## src/rtl/ecc_dec_pkg.sv

```systemverilog
package ecc_dec_pkg;

   // Severity-ordered: a larger code is a worse outcome.
   typedef enum logic [1:0] {
      ST_CLEAN    = 2'b00,
      ST_CODE_ERR = 2'b01,
      ST_FIXED    = 2'b10,
      ST_FATAL    = 2'b11
   } ecc_stat_e;

   typedef enum logic [2:0] {
      S_IDLE  = 3'd0,
      S_CHECK = 3'd1,
      S_CLASS = 3'd2,
      S_RD    = 3'd3,
      S_WR    = 3'd4,
      S_DONE  = 3'd5
   } dec_state_e;

endpackage

```

## src/rtl/ecc_syndrome_calc.sv

```systemverilog
module ecc_syndrome_calc #(
   parameter int PAR_W     = 11,
   parameter int POP_STYLE = 1,
   localparam int CODE_W   = 2 * PAR_W,
   localparam int POP_W    = $clog2(CODE_W + 1)
) (
   input  logic [CODE_W-1:0] calc_code,
   input  logic [CODE_W-1:0] stored_code,
   output logic [CODE_W-1:0] syndrome,
   output logic [POP_W-1:0]  pop,
   output logic              trivial
);

   assign syndrome = calc_code ^ stored_code;
   assign trivial  = (syndrome == '0) || (calc_code == '0) || (stored_code == '0);

   generate
      if (POP_STYLE == 0) begin : g_pop_loop
         logic [POP_W-1:0] acc;
         always_comb begin
            acc = '0;
            for (int i = 0; i < CODE_W; i++) begin
               acc = acc + POP_W'(syndrome[i]);
            end
         end
         assign pop = acc;
      end else begin : g_pop_builtin
         assign pop = POP_W'($countones(syndrome));
      end
   endgenerate

endmodule

```

## src/rtl/ecc_classify.sv

```systemverilog
module ecc_classify
   import ecc_dec_pkg::*;
#(
   parameter int PAR_W   = 11,
   localparam int CODE_W = 2 * PAR_W,
   localparam int POP_W  = $clog2(CODE_W + 1)
) (
   input  logic [CODE_W-1:0] syn,
   input  logic [POP_W-1:0]  pop,
   input  logic              trivial,
   output ecc_stat_e         stat
);

   logic pairs_ok;
   assign pairs_ok = ((syn[PAR_W-1:0] ^ syn[CODE_W-1:PAR_W]) == {PAR_W{1'b1}});

   always_comb begin
      if (trivial)
         stat = ST_CLEAN;
      else if (pop == POP_W'(1))
         stat = ST_CODE_ERR;
      else if (pop == POP_W'(PAR_W) && pairs_ok)
         stat = ST_FIXED;
      else
         stat = ST_FATAL;
   end

endmodule

```

## src/rtl/ecc_bit_fix.sv

```systemverilog
module ecc_bit_fix (
   input  logic [7:0] rdata,
   input  logic [2:0] bit_idx,
   output logic [7:0] wdata
);

   assign wdata = rdata ^ (8'd1 << bit_idx);

endmodule

```

## src/rtl/ecc_syndrome_decoder.sv

```systemverilog
module ecc_syndrome_decoder
   import ecc_dec_pkg::*;
#(
   parameter int PAR_W     = 11,
   parameter int POP_STYLE = 1,
   localparam int CODE_W   = 2 * PAR_W,
   localparam int IDX_W    = PAR_W - 3,
   localparam int ADDR_W   = IDX_W + 1,
   localparam int POP_W    = $clog2(CODE_W + 1)
) (
   input  logic                clk,
   input  logic                rst_n,
   input  logic                start,
   input  logic                wide_mode,
   input  logic [2*CODE_W-1:0] calc_codes,
   input  logic [2*CODE_W-1:0] stored_codes,
   output logic                busy,
   output logic                done,
   output logic [1:0]          status,
   output logic                fault,
   output logic [ADDR_W-1:0]   fix_byte,
   output logic [2:0]          fix_bit,
   output logic [ADDR_W-1:0]   mem_addr,
   output logic                mem_rd,
   input  logic [7:0]          mem_rdata,
   output logic                mem_wr,
   output logic [7:0]          mem_wdata
);

   generate
      if (PAR_W < 4) begin : g_bad_par_w
         $error("PAR_W must leave at least one byte-index bit above the 3 bit-index bits");
      end
      if (POP_STYLE != 0 && POP_STYLE != 1) begin : g_bad_pop_style
         $error("POP_STYLE must be 0 or 1");
      end
   endgenerate

   dec_state_e state_q;
   logic [2*CODE_W-1:0] calc_q, stored_q;
   logic wide_q, half_q;
   logic [CODE_W-1:0] syn_q;
   logic [POP_W-1:0] pop_q;
   logic trivial_q;
   ecc_stat_e worst_q;
   logic fault_q;
   logic [ADDR_W-1:0] addr_q;
   logic [2:0] bit_q;

   logic [CODE_W-1:0] cur_calc, cur_stored, syn_d;
   logic [POP_W-1:0] pop_d;
   logic trivial_d;
   ecc_stat_e cls_stat;
   logic more_halves;

   assign cur_calc    = half_q ? calc_q[CODE_W +: CODE_W]   : calc_q[0 +: CODE_W];
   assign cur_stored  = half_q ? stored_q[CODE_W +: CODE_W] : stored_q[0 +: CODE_W];
   assign more_halves = wide_q && !half_q;

   ecc_syndrome_calc #(.PAR_W(PAR_W), .POP_STYLE(POP_STYLE)) u_calc (
      .calc_code   (cur_calc),
      .stored_code (cur_stored),
      .syndrome    (syn_d),
      .pop         (pop_d),
      .trivial     (trivial_d)
   );

   ecc_classify #(.PAR_W(PAR_W)) u_class (
      .syn     (syn_q),
      .pop     (pop_q),
      .trivial (trivial_q),
      .stat    (cls_stat)
   );

   ecc_bit_fix u_fix (
      .rdata   (mem_rdata),
      .bit_idx (bit_q),
      .wdata   (mem_wdata)
   );

   always_ff @(posedge clk or negedge rst_n) begin
      if (!rst_n) begin
         state_q   <= S_IDLE;
         calc_q    <= '0;
         stored_q  <= '0;
         wide_q    <= 1'b0;
         half_q    <= 1'b0;
         syn_q     <= '0;
         pop_q     <= '0;
         trivial_q <= 1'b0;
         worst_q   <= ST_CLEAN;
         fault_q   <= 1'b0;
         addr_q    <= '0;
         bit_q     <= '0;
      end else begin
         case (state_q)
            S_IDLE: begin
               if (start) begin
                  calc_q   <= calc_codes;
                  stored_q <= stored_codes;
                  wide_q   <= wide_mode;
                  half_q   <= 1'b0;
                  worst_q  <= ST_CLEAN;
                  fault_q  <= 1'b0;
                  addr_q   <= '0;
                  bit_q    <= '0;
                  state_q  <= S_CHECK;
               end
            end
            S_CHECK: begin
               syn_q     <= syn_d;
               pop_q     <= pop_d;
               trivial_q <= trivial_d;
               state_q   <= S_CLASS;
            end
            S_CLASS: begin
               if (cls_stat > worst_q) worst_q <= cls_stat;
               if (cls_stat != ST_CLEAN) fault_q <= 1'b1;
               if (cls_stat == ST_FIXED) begin
                  addr_q  <= {half_q, syn_q[PAR_W-1:3]};
                  bit_q   <= syn_q[2:0];
                  state_q <= S_RD;
               end else if (more_halves) begin
                  half_q  <= 1'b1;
                  state_q <= S_CHECK;
               end else begin
                  state_q <= S_DONE;
               end
            end
            S_RD: state_q <= S_WR;
            S_WR: begin
               if (more_halves) begin
                  half_q  <= 1'b1;
                  state_q <= S_CHECK;
               end else begin
                  state_q <= S_DONE;
               end
            end
            S_DONE:  state_q <= S_IDLE;
            default: state_q <= S_IDLE;
         endcase
      end
   end

   assign busy     = (state_q != S_IDLE);
   assign done     = (state_q == S_DONE);
   assign mem_rd   = (state_q == S_RD);
   assign mem_wr   = (state_q == S_WR);
   assign mem_addr = addr_q;
   assign fix_byte = addr_q;
   assign fix_bit  = bit_q;
   assign status   = worst_q;
   assign fault    = fault_q;

   // write strobe only in the cycle after a read strobe, same address
   p_wr_follows_rd_r7: assert property (@(posedge clk) disable iff (!rst_n)
      mem_wr |-> ($past(mem_rd) && mem_addr == $past(mem_addr)));
   p_rd_then_wr_r7: assert property (@(posedge clk) disable iff (!rst_n)
      mem_rd |=> mem_wr);
   p_strobes_excl_r7: assert property (@(posedge clk) disable iff (!rst_n)
      !(mem_rd && mem_wr));
   // write-back differs from the read byte in exactly one bit
   p_one_bit_flip_r4: assert property (@(posedge clk) disable iff (!rst_n)
      mem_wr |-> ($countones(mem_wdata ^ mem_rdata) == 1));
   // a repair is only started for an 11-bit syndrome
   p_repair_weight_r4: assert property (@(posedge clk) disable iff (!rst_n)
      mem_rd |-> (pop_q == POP_W'(PAR_W)));
   // completion is a single-cycle pulse followed by idle
   p_done_pulse_r8: assert property (@(posedge clk) disable iff (!rst_n)
      done |=> (!done && !busy));
   // the second half is only visited in wide mode
   p_half_only_wide_r6: assert property (@(posedge clk) disable iff (!rst_n)
      $rose(half_q) |-> wide_q);
   // a clean outcome never carries a fault flag at completion
   p_clean_no_fault_r2: assert property (@(posedge clk) disable iff (!rst_n)
      (done && status == 2'b00) |-> !fault);

endmodule

```

## config.mk

```make
export PLATFORM = sky130hd
export DESIGN_NAME = ecc_syndrome_decoder
export DESIGN_NICKNAME = d
export VERILOG_FILES = /design/src/rtl/ecc_dec_pkg.sv /design/src/rtl/ecc_syndrome_calc.sv /design/src/rtl/ecc_classify.sv /design/src/rtl/ecc_bit_fix.sv /design/src/rtl/ecc_syndrome_decoder.sv
export SDC_FILE = /design/constraint.sdc
export NUM_CORES = 1
export LEC_CHECK = 0
export BUFFER_PORTS_ARGS = -buffer_cell sky130_fd_sc_hd__buf_2
export CORE_MARGIN = 1
export CORE_UTILIZATION = 35
export CTS_CLUSTER_SIZE = 24
export DETAILED_ROUTE_END_ITERATION = 12
export GPL_ROUTABILITY_DRIVEN = 0
export PLACE_DENSITY = 0.53
export SETUP_SLACK_MARGIN = 0.05
export SLEW_MARGIN = 20
export SYNTH_ARGS = -nofsm -noshare
export SYNTH_HDL_FRONTEND = slang
export SYNTH_SLANG_ARGS = --single-unit
```

## constraint.sdc

```tcl
create_clock -name clk -period 6.6 [get_ports clk]
set_clock_uncertainty 0.1 [all_clocks]
set_input_delay 1.32 -clock clk [delete_from_list [all_inputs] [get_ports clk]]
set_output_delay 1.32 -clock clk [all_outputs]
set_load 0.01 [all_outputs]
```

# Yosys cells after proc, flatten, opt, wreduce, memory -nomap -nowiden
# Cells that the tools add are included.
# Widths: inputs -> output; s select.
word_totals:
  regBits: 136
  output_inout_bits: 36
  wordCells: 94
op_classes:
  n_addsub: 21
  order_cmp: 1
  n_eq_ne: 14
  shifts: 1
  n_mux: 24
  bitwise_logic: 3
  n_reduce_logical: 18
op_table:
  columns: ["op", "count"]
  rows:
  - ["$logic_not 22->1", 3]
  - ["$add 5x5->5", 10]
  - ["$mux 22", 2]
  - ["$add 1x1->2", 11]
  - ["$xor 22x22->22", 1]
  - ["$mux 9", 2]
  - ["$pmux 9 s2", 1]
  - ["$mux 3", 5]
  - ["$pmux 3 s5", 1]
  - ["$reduce_and 3->1", 4]
  - ["$eq 11x11->1 const B", 1]
  - ["$xor 11x11->11", 1]
  - ["$ne 2x2->1 const B", 5]
  - ["$mux 2", 4]
  - ["$shl 1x3->8 const A", 1]
  - ["$xor 8x8->8", 1]
  - ["$eq 3x2->1 const B", 2]
  - ["$eq 3x3->1 const B", 2]
  - ["$pmux 3 s2", 1]
  - ["$reduce_bool 3->1", 2]
  - ["$eq 5x1->1 const B", 1]
  - ["$eq 5x4->1 const B", 1]
  - ["$mux 1", 5]
  - ["$pmux 2 s2", 1]
  - ["11 further kinds", 14]

# Logic depth before layout (Yosys ltp)
logic_depth:
  ltp_word: 9
  mapped_depth: 19

# Hierarchy
# A second synthesis with hierarchy kept.
hier_totals:
  hier_cells: 710
  hier_area_um2: 7095.6
by_module_without_submodules:
  columns: ["module", "instances", "cells_per_inst", "area_per_inst_um2", "seq_area_each_um2"]
  rows:
  - ["ecc_syndrome_decoder", 1, 564, 5806.8, 3403.3]
  - ["ecc_syndrome_calc", 1, 110, 1011.0, 0.0]
  - ["ecc_classify", 1, 20, 152.6, 0.0]
  - ["ecc_bit_fix", 1, 16, 125.1, 0.0]

# Least setup slack after synthesis
# Ideal clock, no wire load.
synth_timing:
  path_kind: "register to register"
  from: "register half_q"
  to: "register pop_q[3]"
  t_arrival_ns: 4.394
  required_ns: 6.359
  path_slack_ns: 1.965
  path_stages_with_launch: 19
  path_buffers: 3
  period_less_slack_ns: 4.635
  path_cell_list: "dfrtp_1 clkbuf_1 clkbuf_1 buf_1 a21oi_1 inv_1 ha_1 inv_1 fa_1 inv_1 fa_1 fa_1 inv_1 fa_1 inv_1 ha_1 fa_1 xnor2_1 a21oi_1"
synth_between:
  elab_chain_cells: 7
  elab_cells_between_ends: 24
synth_rtl:
  columns: ["element", "line", "source"]
  rows:
  - ["start, declared", "ecc_syndrome_decoder.sv:41", "logic wide_q, half_q;"]
  - ["start signal, assigned", "ecc_syndrome_decoder.sv:87", "half_q <= 1'b0;"]
  - ["start signal, assigned", "ecc_syndrome_decoder.sv:102", "half_q <= 1'b0;"]
  - ["start signal, assigned", "ecc_syndrome_decoder.sv:124", "half_q <= 1'b1;"]
  - ["$mux 22, on equally long branches", "ecc_syndrome_decoder.sv:56, ecc_syndrome_decoder.sv:57", null]
  - ["$xor 22x22->22 (*)", "ecc_syndrome_calc.sv:14", "assign syndrome = calc_code ^ stored_code;"]
  - ["net syn_d[3]", "ecc_syndrome_decoder.sv:50", "logic [CODE_W-1:0] cur_calc, cur_stored, syn_d;"]
  - ["$add 1x1->2 (implied by the code) (*)", "ecc_syndrome_calc.sv:28", "assign pop = POP_W'($countones(syndrome));"]
  - ["$add 5x5->5 (implied by the code) (*) (4 in a row)", "ecc_syndrome_calc.sv:28", null]
  - ["end signal, assigned", "ecc_syndrome_decoder.sv:112", "pop_q <= pop_d;"]
  - ["end, declared", "ecc_syndrome_decoder.sv:43", "logic [POP_W-1:0] pop_q;"]
# Mark *: on every way through the listed nets, which the timed path passes. The rest lies on a longest branch.
# A chain may end at the register's enable or synchronous reset.

# Final worst setup path
# Same ends and word-level chain as after synthesis.

==> results.txt <==
flops & latches, synth - 136
Via Count - 5730
Filler Cells Inserted - 2076
Post-CTS Hold Buffers - 0
Area contributors post-synth - dfrtp_1 46%, nand2_1 16%, ha_1 4.9%
core footprint - 20500 µm²
Mapped Area - 7400 µm²
Critical Path AT - 5.29 ns
Critical Path Source Type - register
top cell type's share of synthesized area - 46.0%
Pre-antenna DRT Iters - 5
Syn Inst Count - 850
CTS H-tree depth - 4
syn avg cell area - 8.70 µm²
setup bufs post-CTS - 0
Die Y - 147 µm
Yosys warning count - 0
# resized after CTS - 0
register area - 3400 µm²
sequential fraction of the synthesis area - 46.0%
nets - 1106
Max-cap violations - 0
Max stage delay on crit path - 0.75 ns
DRC Markers - 0
CTS max path bufs - 2
commonest non-fill, non-tap cells in the layout - 317 x nand2_1, 136 x dfrtp_1, 134 x buf_2, 68 x inv_1, 38 x xor2_1
worst hold path class - register to register
io pins - 136
Final Hold Fails - 0
critical path type - register to register
Slew headroom - 35.5%
layout cells sized above 1 - 18.4%
most common cell after layout, fill and taps aside - nand2_1
Die Area - 21700 µm²
achievable frequency - 195 MHz
HPWL after DPL - 14.2 mm
CTS tree - done
Slew Viols, Final - 0
chip width - 147 µm
row cnt - 52
CP top delay family - adder cells
Synth cell types - 47
area growth from synthesis to layout - 19.2%
# port buffers - 135
CP max-delay cell - dfrtp_1
element type at the critical path end - register
Fin Setup TNS - 0 ns
area of the multi-input gates - 3500 µm²
drt via density - 4.61
outcome - finished, final reports clean
CP max FO - 29
starting density of the core - 36.1%
EDFF count, synth - 0
final setup violation count - 0
CP cell instances - buf_4, nor2_1, a21oi_1, inv_1, ha_1, inv_1, fa_1, inv_1, fa_1, fa_1, inv_1, fa_1, inv_1, ha_1, fa_1, xnor2_1, a21oi_1
antenna violations before repair - 0
Slew @ Worst Pin - 0.968 ns
Main synth FF type - dfrtp_1
Syn Nets - 996
clock sink total - 136
first-iteration detailed-routing DRC count - 290
GR Overflow Total - 0
first-pass GRT wire length - 30.8 mm
leading area contributor after synthesis - dfrtp_1
Final min period - 5.13 ns
Routed WL - 19.2 mm
Post-DRT Antenna Nets - 0
vias in the first global route - 5786
FFs w/ async S/R, synth - 100%
CP bufs+invs - 6
routed len/inst - 15.4 µm
fin crit share - 77.7%
CTS root buf - clkbuf_16
Final Util - 43.0%
CTS clock-pin slew for the worst setup and hold paths - 0.06 ns
Num CTS Buffers - 17
n_diodes - 0
GRT Util Overall - 18.9%
Skew-Pair Late Insertion Delay - 0.42 ns
Worst EP required - 6.77 ns
largest net degree at the start of global routing - 93
unrepaired setup endpoints after global routing - no
-- layout make-up --
cell class | count | area share (%)
Inverter | 68 | 2.89
Sequential cell | 136 | 38.6
Clock buffer | 23 | 5.53
Multi-Input combinational cell | 597 | 39.7
Timing Repair Buffer | 140 | 8.16
Clock inverter | 9 | 1.28
Tap cell | 270 | 3.83
-- cells in the mapped netlist, drive strengths merged, types with 2 or more instances --
library cell  number
buf               15
ha                29
nor4b              2
a21oi             27
dfrtp            136
nor3               7
nand2            318
nor2              31
o21ai             24
mux2i             13
nand3              5
nor3b              6
xor2              38
nand4              9
or4                2
o211ai             2
xnor2             27
nor4              19
nand3b             2
fa                17
inv               68
nor2b              3
clkbuf            34
-- worst reg2reg max path: cells and delay by family (launching register included) --
family,cells,cell delay (ns)
AOI/OAI and AO/OA,2,0.33
xor gates and xnor gates,1,0.14
adders and majority gates,7,2.81
buffers and inverters,6,0.71
DFF,1,0.75
and+or+nand+nor,1,0.10
-- per-layer routing --
layer,track usage [%],share of wire [%],up-vias
met5,0,0,-
met4,6.24,2.2,0
met3,4.66,4.7,21
met2,30.1,46,159
met1,25.1,47,2660
li1,-,-,2890
-- cells by family after synthesis --
group           Yosys count  synth area share [%]
simple gates            410                  23.4
flops                   136                  46.0
buf+inv                 117                  6.75
xor+xnor                 65                  7.70
compound gates           62                  4.69
fa+ha+maj                46                  9.51
mux                      14                  1.91
-- registers in the layout, summed over array words and instances, names as in the netlist --
signal	count
trivial_q	1
stored_q	44
pop_q	5
calc_q	44
fault	1
wide_q	1
syn_q	22
fix_bit	3
status	2
half_q	1
state_q	3
fix_byte	9
-- metrics by stage --
step / hold slack (ns) / std cells / worst slack, ns / area, µm²
final: 0.387 / 1243 / 1.47 / 8820
after global routing: 0.400 / 1243 / 1.18 / 8820
after CTS: 0.391 / 1243 / 1.46 / 8820
after detailed placement: 0.375 / 1211 / 1.51 / 8220
after global placement: 0.363 / 1211 / 1.64 / 8220
after floorplan: 0.338 / 850 / 1.96 / 7400
-- path summary, 6_finish.rpt --
kind / start / depth (start not counted) / to / slack [ns]
worst max-delay path: half_q / 17 / pop_q[3] / 1.47
worst min-delay path: pop_q[2] / 2 / pop_q[2] / 0.39
worst max register to register: half_q / 17 / pop_q[3] / 1.47
worst min register to register: pop_q[2] / 2 / pop_q[2] / 0.39
max in group asynchronous: rst_n / 2 / stored_q[40] / 4.30
min in group asynchronous: rst_n / 1 / status[0] / 0.80
Power is left out: the tool's default activity adds up to more than one toggle a clock period on the data nets, which glitch-free logic cannot reach.
